File: config.mk
export PLATFORM = sky130hd
export DESIGN_NAME = irq_front
export DESIGN_NICKNAME = d
export VERILOG_FILES = /design/src/rtl/irq_pkg.sv /design/src/rtl/irq_qualify.sv /design/src/rtl/irq_prio.sv /design/src/rtl/irq_seq.sv /design/src/rtl/irq_front.sv
export SDC_FILE = /design/constraint.sdc
export NUM_CORES = 1
export LEC_CHECK = 0
export BUFFER_PORTS_ARGS = -buffer_cell sky130_fd_sc_hd__buf_2
export CAP_MARGIN = 20
export CORE_MARGIN = 2
export CORE_UTILIZATION = 35
export DETAILED_ROUTE_END_ITERATION = 6
export HOLD_SLACK_MARGIN = 0.02
export PLACE_DENSITY = 0.8
export SYNTH_ARGS = -nofsm -noshare
export SYNTH_HDL_FRONTEND = slang
export SYNTH_SLANG_ARGS = --single-unit
File: constraint.sdc
create_clock -name clk -period 1.6 [get_ports clk]
set_input_delay 0.16 -clock clk [delete_from_list [all_inputs] [get_ports clk]]
set_output_delay 0.16 -clock clk [all_outputs]
set_load 0.01 [all_outputs]
File: src/rtl/irq_pkg.sv
// Package irq_pkg: constants and types shared by the interrupt front end.
// Assumes a 16-bit address space with the vector table ending at 0xFFFF.
package irq_pkg;
    localparam logic [15:0] VEC_BASE = 16'hFFC0;

    // Service sequence states: idle, or waiting for condition codes stacked
    typedef enum logic {
        SEQ_IDLE = 1'b0,
        SEQ_WAIT = 1'b1
    } seq_state_t;
endpackage

File: src/rtl/irq_qualify.sv
// Module irq_qualify: gates every source with its masks and folds the
// maskable lines onto their vectors. Line s feeds maskable vector
// s mod N_MVEC. Lines whose bit in EN_PRESENT is 0 have no local enable.
// Output bit order is the priority index: maskable vectors first, then
// XIRQ, software interrupt and trap.
module irq_qualify #(
    parameter int N_MSRC = 29,
    parameter int N_MVEC = 17,
    parameter logic [N_MSRC-1:0] EN_PRESENT = '1,
    localparam int N_VEC = N_MVEC + 3
) (
    input  logic [N_MSRC-1:0] src_req,
    input  logic [N_MSRC-1:0] src_en,
    input  logic              i_mask,
    input  logic              x_mask,
    input  logic              xirq_req,
    input  logic              swi_req,
    input  logic              trap_req,
    output logic [N_VEC-1:0]  pend
);
    logic [N_MSRC-1:0] line_ok;
    logic [N_MVEC-1:0] mvec_raw;

    // One qualifier per line; the parameter picks the variant
    for (genvar s = 0; s < N_MSRC; s++) begin : g_line
        if (EN_PRESENT[s]) begin : g_en
            assign line_ok[s] = src_req[s] & src_en[s];
        end else begin : g_noen
            assign line_ok[s] = src_req[s];
        end
    end

    // Fold the lines onto their shared vectors
    for (genvar v = 0; v < N_MVEC; v++) begin : g_vec
        always_comb begin
            mvec_raw[v] = 1'b0;
            for (int s = v; s < N_MSRC; s += N_MVEC) begin
                mvec_raw[v] = mvec_raw[v] | line_ok[s];
            end
        end
    end

    // Apply the global masks and place the nonmaskable sources
    always_comb begin
        pend = '0;
        pend[N_MVEC-1:0] = i_mask ? '0 : mvec_raw;
        pend[N_MVEC]     = xirq_req & ~x_mask;
        pend[N_MVEC+1]   = swi_req;
        pend[N_MVEC+2]   = trap_req;
    end
endmodule

File: src/rtl/irq_prio.sv
// Module irq_prio: fixed-priority encoder in which the highest set index
// wins. Assumes pend is already fully qualified. clk and rst_n are used
// only by the embedded check.
module irq_prio #(
    parameter int N = 20,
    localparam int IW = $clog2(N)
) (
    input  logic          clk,
    input  logic          rst_n,
    input  logic [N-1:0]  pend,
    output logic          any,
    output logic [IW-1:0] idx
);
    // Scan upward; the last hit is the highest index
    always_comb begin
        any = 1'b0;
        idx = '0;
        for (int k = 0; k < N; k++) begin
            if (pend[k]) begin
                any = 1'b1;
                idx = IW'(k);
            end
        end
    end

    AST_PRIO_HIGHEST: assert property (@(posedge clk) disable iff (!rst_n)
        any |-> (pend[idx] && ((pend >> idx) >> 1) == '0));
endmodule

File: src/rtl/irq_seq.sv
// Module irq_seq: takes a source at an instruction boundary, holds its
// vector through the stacking handshake, then issues the mask pulses and
// keeps the I and X bits. Assumes ccr_stacked arrives only after a take.
module irq_seq #(
    parameter int N_VEC = 20,
    parameter int IDX_XIRQ = 17,
    localparam int IW = $clog2(N_VEC)
) (
    input  logic          clk,
    input  logic          rst_n,
    input  logic          instr_done,
    input  logic          ccr_stacked,
    input  logic          any,
    input  logic [IW-1:0] idx,
    input  logic          sw_set_i,
    input  logic          sw_clr_i,
    input  logic          sw_clr_x,
    output logic          irq_take,
    output logic [15:0]   vec_addr,
    output logic          set_i_pulse,
    output logic          set_x_pulse,
    output logic          i_mask,
    output logic          x_mask
);
    import irq_pkg::*;

    seq_state_t    state;
    logic [IW-1:0] idx_q;
    logic          finish;
    logic          took_xirq;

    assign finish    = (state == SEQ_WAIT) && ccr_stacked;
    assign took_xirq = (idx_q == IW'(IDX_XIRQ));

    // Boundary capture and the handshake state machine
    always_ff @(posedge clk) begin
        if (!rst_n) begin
            state       <= SEQ_IDLE;
            idx_q       <= '0;
            irq_take    <= 1'b0;
            set_i_pulse <= 1'b0;
            set_x_pulse <= 1'b0;
        end else begin
            irq_take    <= 1'b0;
            set_i_pulse <= 1'b0;
            set_x_pulse <= 1'b0;
            case (state)
                SEQ_IDLE: begin
                    if (instr_done && any) begin
                        state    <= SEQ_WAIT;
                        idx_q    <= idx;
                        irq_take <= 1'b1;
                    end
                end
                SEQ_WAIT: begin
                    if (ccr_stacked) begin
                        state       <= SEQ_IDLE;
                        set_i_pulse <= 1'b1;
                        set_x_pulse <= took_xirq;
                    end
                end
                default: state <= SEQ_IDLE;
            endcase
        end
    end

    // Mask bits: the sequence outranks software in the same cycle
    always_ff @(posedge clk) begin
        if (!rst_n) begin
            i_mask <= 1'b1;
            x_mask <= 1'b1;
        end else if (finish) begin
            i_mask <= 1'b1;
            if (took_xirq) x_mask <= 1'b1;
        end else begin
            if (sw_set_i)      i_mask <= 1'b1;
            else if (sw_clr_i) i_mask <= 1'b0;
            if (sw_clr_x)      x_mask <= 1'b0;
        end
    end

    // Fetch address from the captured index
    assign vec_addr = VEC_BASE + (16'(idx_q) << 1);

    AST_TAKE_AT_BOUNDARY: assert property (@(posedge clk) disable iff (!rst_n)
        irq_take |-> ($past(instr_done) && $past(any)));
    AST_TAKE_SINGLE: assert property (@(posedge clk) disable iff (!rst_n)
        irq_take |=> !irq_take);
    AST_VEC_HELD: assert property (@(posedge clk) disable iff (!rst_n)
        (state == SEQ_WAIT && !irq_take) |-> $stable(vec_addr));
    AST_SETI_AFTER_STACK: assert property (@(posedge clk) disable iff (!rst_n)
        set_i_pulse |-> ($past(ccr_stacked) && i_mask));
    AST_SETX_ONLY_XIRQ: assert property (@(posedge clk) disable iff (!rst_n)
        set_x_pulse |-> (set_i_pulse && took_xirq && x_mask));
    AST_X_NO_SW_SET: assert property (@(posedge clk) disable iff (!rst_n)
        $rose(x_mask) |-> set_x_pulse);
endmodule

File: src/rtl/irq_front.sv
// Module irq_front: top of the interrupt front end. Qualifies the sources,
// picks the winner and runs the take and stacking handshake.
// Assumes the CPU raises instr_done only at instruction boundaries and
// ccr_stacked once per take.
module irq_front #(
    parameter int N_MSRC = 29,
    parameter int N_MVEC = 17,
    parameter logic [N_MSRC-1:0] EN_PRESENT = 29'h03FF_FFFF,
    localparam int N_VEC = N_MVEC + 3,
    localparam int IW = $clog2(N_VEC)
) (
    input  logic              clk,
    input  logic              rst_n,
    input  logic [N_MSRC-1:0] src_req,
    input  logic [N_MSRC-1:0] src_en,
    input  logic              xirq_req,
    input  logic              swi_req,
    input  logic              trap_req,
    input  logic              instr_done,
    input  logic              ccr_stacked,
    input  logic              sw_set_i,
    input  logic              sw_clr_i,
    input  logic              sw_clr_x,
    output logic              irq_take,
    output logic [15:0]       vec_addr,
    output logic              set_i_pulse,
    output logic              set_x_pulse,
    output logic              i_mask,
    output logic              x_mask
);
    import irq_pkg::*;

    logic [N_VEC-1:0] pend;
    logic             any;
    logic [IW-1:0]    idx;

    irq_qualify #(.N_MSRC(N_MSRC), .N_MVEC(N_MVEC), .EN_PRESENT(EN_PRESENT)) u_qual (
        .src_req(src_req), .src_en(src_en), .i_mask(i_mask), .x_mask(x_mask),
        .xirq_req(xirq_req), .swi_req(swi_req), .trap_req(trap_req), .pend(pend)
    );

    irq_prio #(.N(N_VEC)) u_prio (
        .clk(clk), .rst_n(rst_n), .pend(pend), .any(any), .idx(idx)
    );

    irq_seq #(.N_VEC(N_VEC), .IDX_XIRQ(N_MVEC)) u_seq (
        .clk(clk), .rst_n(rst_n), .instr_done(instr_done), .ccr_stacked(ccr_stacked),
        .any(any), .idx(idx), .sw_set_i(sw_set_i), .sw_clr_i(sw_clr_i),
        .sw_clr_x(sw_clr_x), .irq_take(irq_take), .vec_addr(vec_addr),
        .set_i_pulse(set_i_pulse), .set_x_pulse(set_x_pulse),
        .i_mask(i_mask), .x_mask(x_mask)
    );

    AST_MASKED_NOT_TAKEN: assert property (@(posedge clk) disable iff (!rst_n)
        (irq_take && vec_addr < VEC_BASE + 16'(2 * N_MVEC)) |-> !$past(i_mask));
    AST_XIRQ_NEEDS_X_CLEAR: assert property (@(posedge clk) disable iff (!rst_n)
        (irq_take && vec_addr == VEC_BASE + 16'(2 * N_MVEC)) |-> !$past(x_mask));
endmodule

==> results.json <==
{
  "synthesized_area_divided_by_synthesized_cell_count_um2": 8.21,
  "proportion_of_synthesized_area_in_mux_cells": 0.0116,
  "synth.cells.most_frequent": "a22oi_1, buf_4, dfxtp_1",
  "path_clk_slew_ns": 0.07,
  "yosysUniqueCellTypes": 37,
  "drive_above_1_share": 0.492,
  "total_leakage_power_nw": 0.640,
  "post_synthesis_adder_cell_area_fraction": 0,
  "pwr_density_cell_nw_per_um2": 584,
  "finalSetupViolations": 0,
  "synth_xor_xnor_area_share": 0,
  "growth_of_design_area_from_synthesis_to_finish_pct": 48.2,
  "holdWs_ns": 0.106,
  "route.antenna.remaining_nets": 0,
  "place.detailed.hpwl_um": 2230,
  "vdd_drop_max_v": 0.000510,
  "global_route_usage_over_all_layers": 0.174,
  "worstSetupPathType": "reg2reg",
  "cts_hold_repair.buffers": 0,
  "fin_tns_setup_ns": 0,
  "asyncSetResetFlopFracSynth": 0,
  "cts_setup_buffers": 0,
  "synth.largest_area_cell": "dfxtp_1",
  "wire_per_inst_um": 12.7,
  "cp.arrival_ns": 1.64,
  "drt_pre_antenna_iters": 4,
  "routed_wl_um": 2670,
  "worst_skew_pair.late_latency_ns": 0.26,
  "boundaryPins": 89,
  "grt_pass1_wl_um": 3700,
  "clock-root-buffer": "clkbuf_4",
  "fraction_of_the_mapped_netlist_area_in_compound_gates": 0.419,
  "worstHoldPathType": "in2reg",
  "avgViaCountPerCell": 5.27,
  "design.final.nets": 252,
  "antenna_cells": 0,
  "period_share": 0.923,
  "fraction_of_post_synthesis_cell_area_in_the_top_cell_type_by_area": 0.255,
  "largest_net_degree_at_the_start_of_global_routing": 14,
  "period_needed_ns": 1.48,
  "ys_top_cells_by_area": "dfxtp_1, a22oi_1, buf_4",
  "critPathCaptureType": "flip-flop",
  "postSynthCellCount": 105,
  "row_count": 17,
  "die_width_um": 53.6,
  "cts_max_path_buffers": 2,
  "critical_path_required_ns": 1.76,
  "worst_path_max_fanout": 5,
  "htree_levels": 1,
  "synth-seq-area-share": 0.255,
  "drv_slew": 0,
  "post_cts.resized_instances": 0,
  "clock_skew_ns": 0.00302,
  "tritoncts": "yes",
  "synth_seq_cells": 11,
  "drt_drc_violations_left": 0,
  "initial_antenna_violation_count": 0,
  "grt.overflow.total": 0,
  "floorplan.die_area_um2": 2880,
  "placement.io_buffers": 74,
  "max_cap_viol_count": 0,
  "fmax_mhz": 677,
  "rsz_0062_raised_after_global_routing": "no",
  "gp_congestion": 0.710,
  "ys.warnings.count": 0,
  "first_global_vias": 960,
  "synth_most_common_cell": "a22oi_1",
  "clkSinkCount": 11,
  "synth_top_family_by_area": "compound AO/OA/AOI/OAI gates",
  "effective_utilization_at_floorplan": 0.379,
  "initialDrtViolationCount": 20,
  "share_of_synthesized_cell_area_in_and_or_nand_and_nor_gates": 0.199,
  "hold_viol": 0,
  "run_status": "completed",
  "fp.coreArea_um2": 2280,
  "synthFlopType": "dfxtp_1",
  "die_h_um": 53.6,
  "routed-via-count": 1113,
  "synthesis.area_um2": 862,
  "critPathLaunchType": "flip-flop",
  "num-fill-cells": 222,
  "synth-edff-count": 0,
  "cts_made_buffers": 3
}
==> power breakdown <==
| group | switching, W | leakage (nW) | internal, W |
|---|---|---|---|
| Sequential | 0.0000130 | 0.0904 | 0.000290 |
| Clock | 0.0000868 | 0.0150 | 0.0000964 |
| Combinational | 0.000133 | 0.534 | 0.000127 |
| Total | 0.000233 | 0.640 | 0.000514 |
==> final timing paths <==
path,slack [ns],from,to,cells after the start
setup / recovery,0.12,u_seq.x_mask,u_seq.idx_q[4],5
setup reg to reg,0.12,u_seq.x_mask,u_seq.idx_q[4],5
hold reg to reg,0.49,u_seq.idx_q[1],u_seq.idx_q[1],2
hold / removal,0.11,sw_set_i,u_seq.i_mask,2
==> kinds of logic after synthesis <==
kind of cell	Yosys count
buf+inv	13
compound gates	46
flops	11
mux	1
other cells	2
simple gates	32
==> worst max-delay path, stage by stage (launching register included) <==
cell and delay, ns:
dfxtp_1 0.34, nand2b_1 0.19, o211ai_2 0.19, nor3_4 0.28, a21oi_2 0.13, a31o_1 0.24
==> layer usage <==
metal  global-route usage  routed length (µm)
met1                0.190                 986
met2                0.317                1370
met4                0.103                  78
met5                    0                   0
met3               0.0222                 231
==> registers in the layout, summed over array words and instances (netlist names) <==
register and cells:
u_seq.idx_q 5, u_seq.i_mask 1, u_seq.irq_take 1, u_seq.set_i_pulse 1
u_seq.set_x_pulse 1, u_seq.state 1, u_seq.x_mask 1
==> area by class of cell <==
| class | count | area, µm² | share of cell area |
|---|---|---|---|
| clock buffers | 4 | 26.3 | 0.0206 |
| multi-input cells | 91 | 603 | 0.472 |
| flip-flops and latches | 11 | 220 | 0.172 |
| well taps | 28 | 35.0 | 0.0274 |
| repair buffers | 77 | 393 | 0.308 |
==> cell usage in the layout (no fill, tap or decap), types with 4 or more instances in the layout <==
cell and count:
buf_2 74, a21oi_1 6, nor2_1 4, nand2_1 10, conb_1 11, dfxtp_1 11
a22oi_1 12
==> per-stage QoR <==
stage | worst slack (ns) | area [µm²] | util | std cells | total power (W)
floorplan | 0.193 | 896 | - | 114 | 0.000454
global placement | 0.113 | 1230 | 0.542 | 206 | 0.000549
detailed placement | 0.104 | 1230 | 0.542 | 206 | 0.000560
CTS | 0.0921 | 1260 | 0.553 | 210 | 0.000748
global route | 0.0291 | 1280 | 0.561 | 211 | 0.000805
finish | 0.122 | 1280 | 0.561 | 211 | 0.000747
Power figures use the tool's default switching activity.
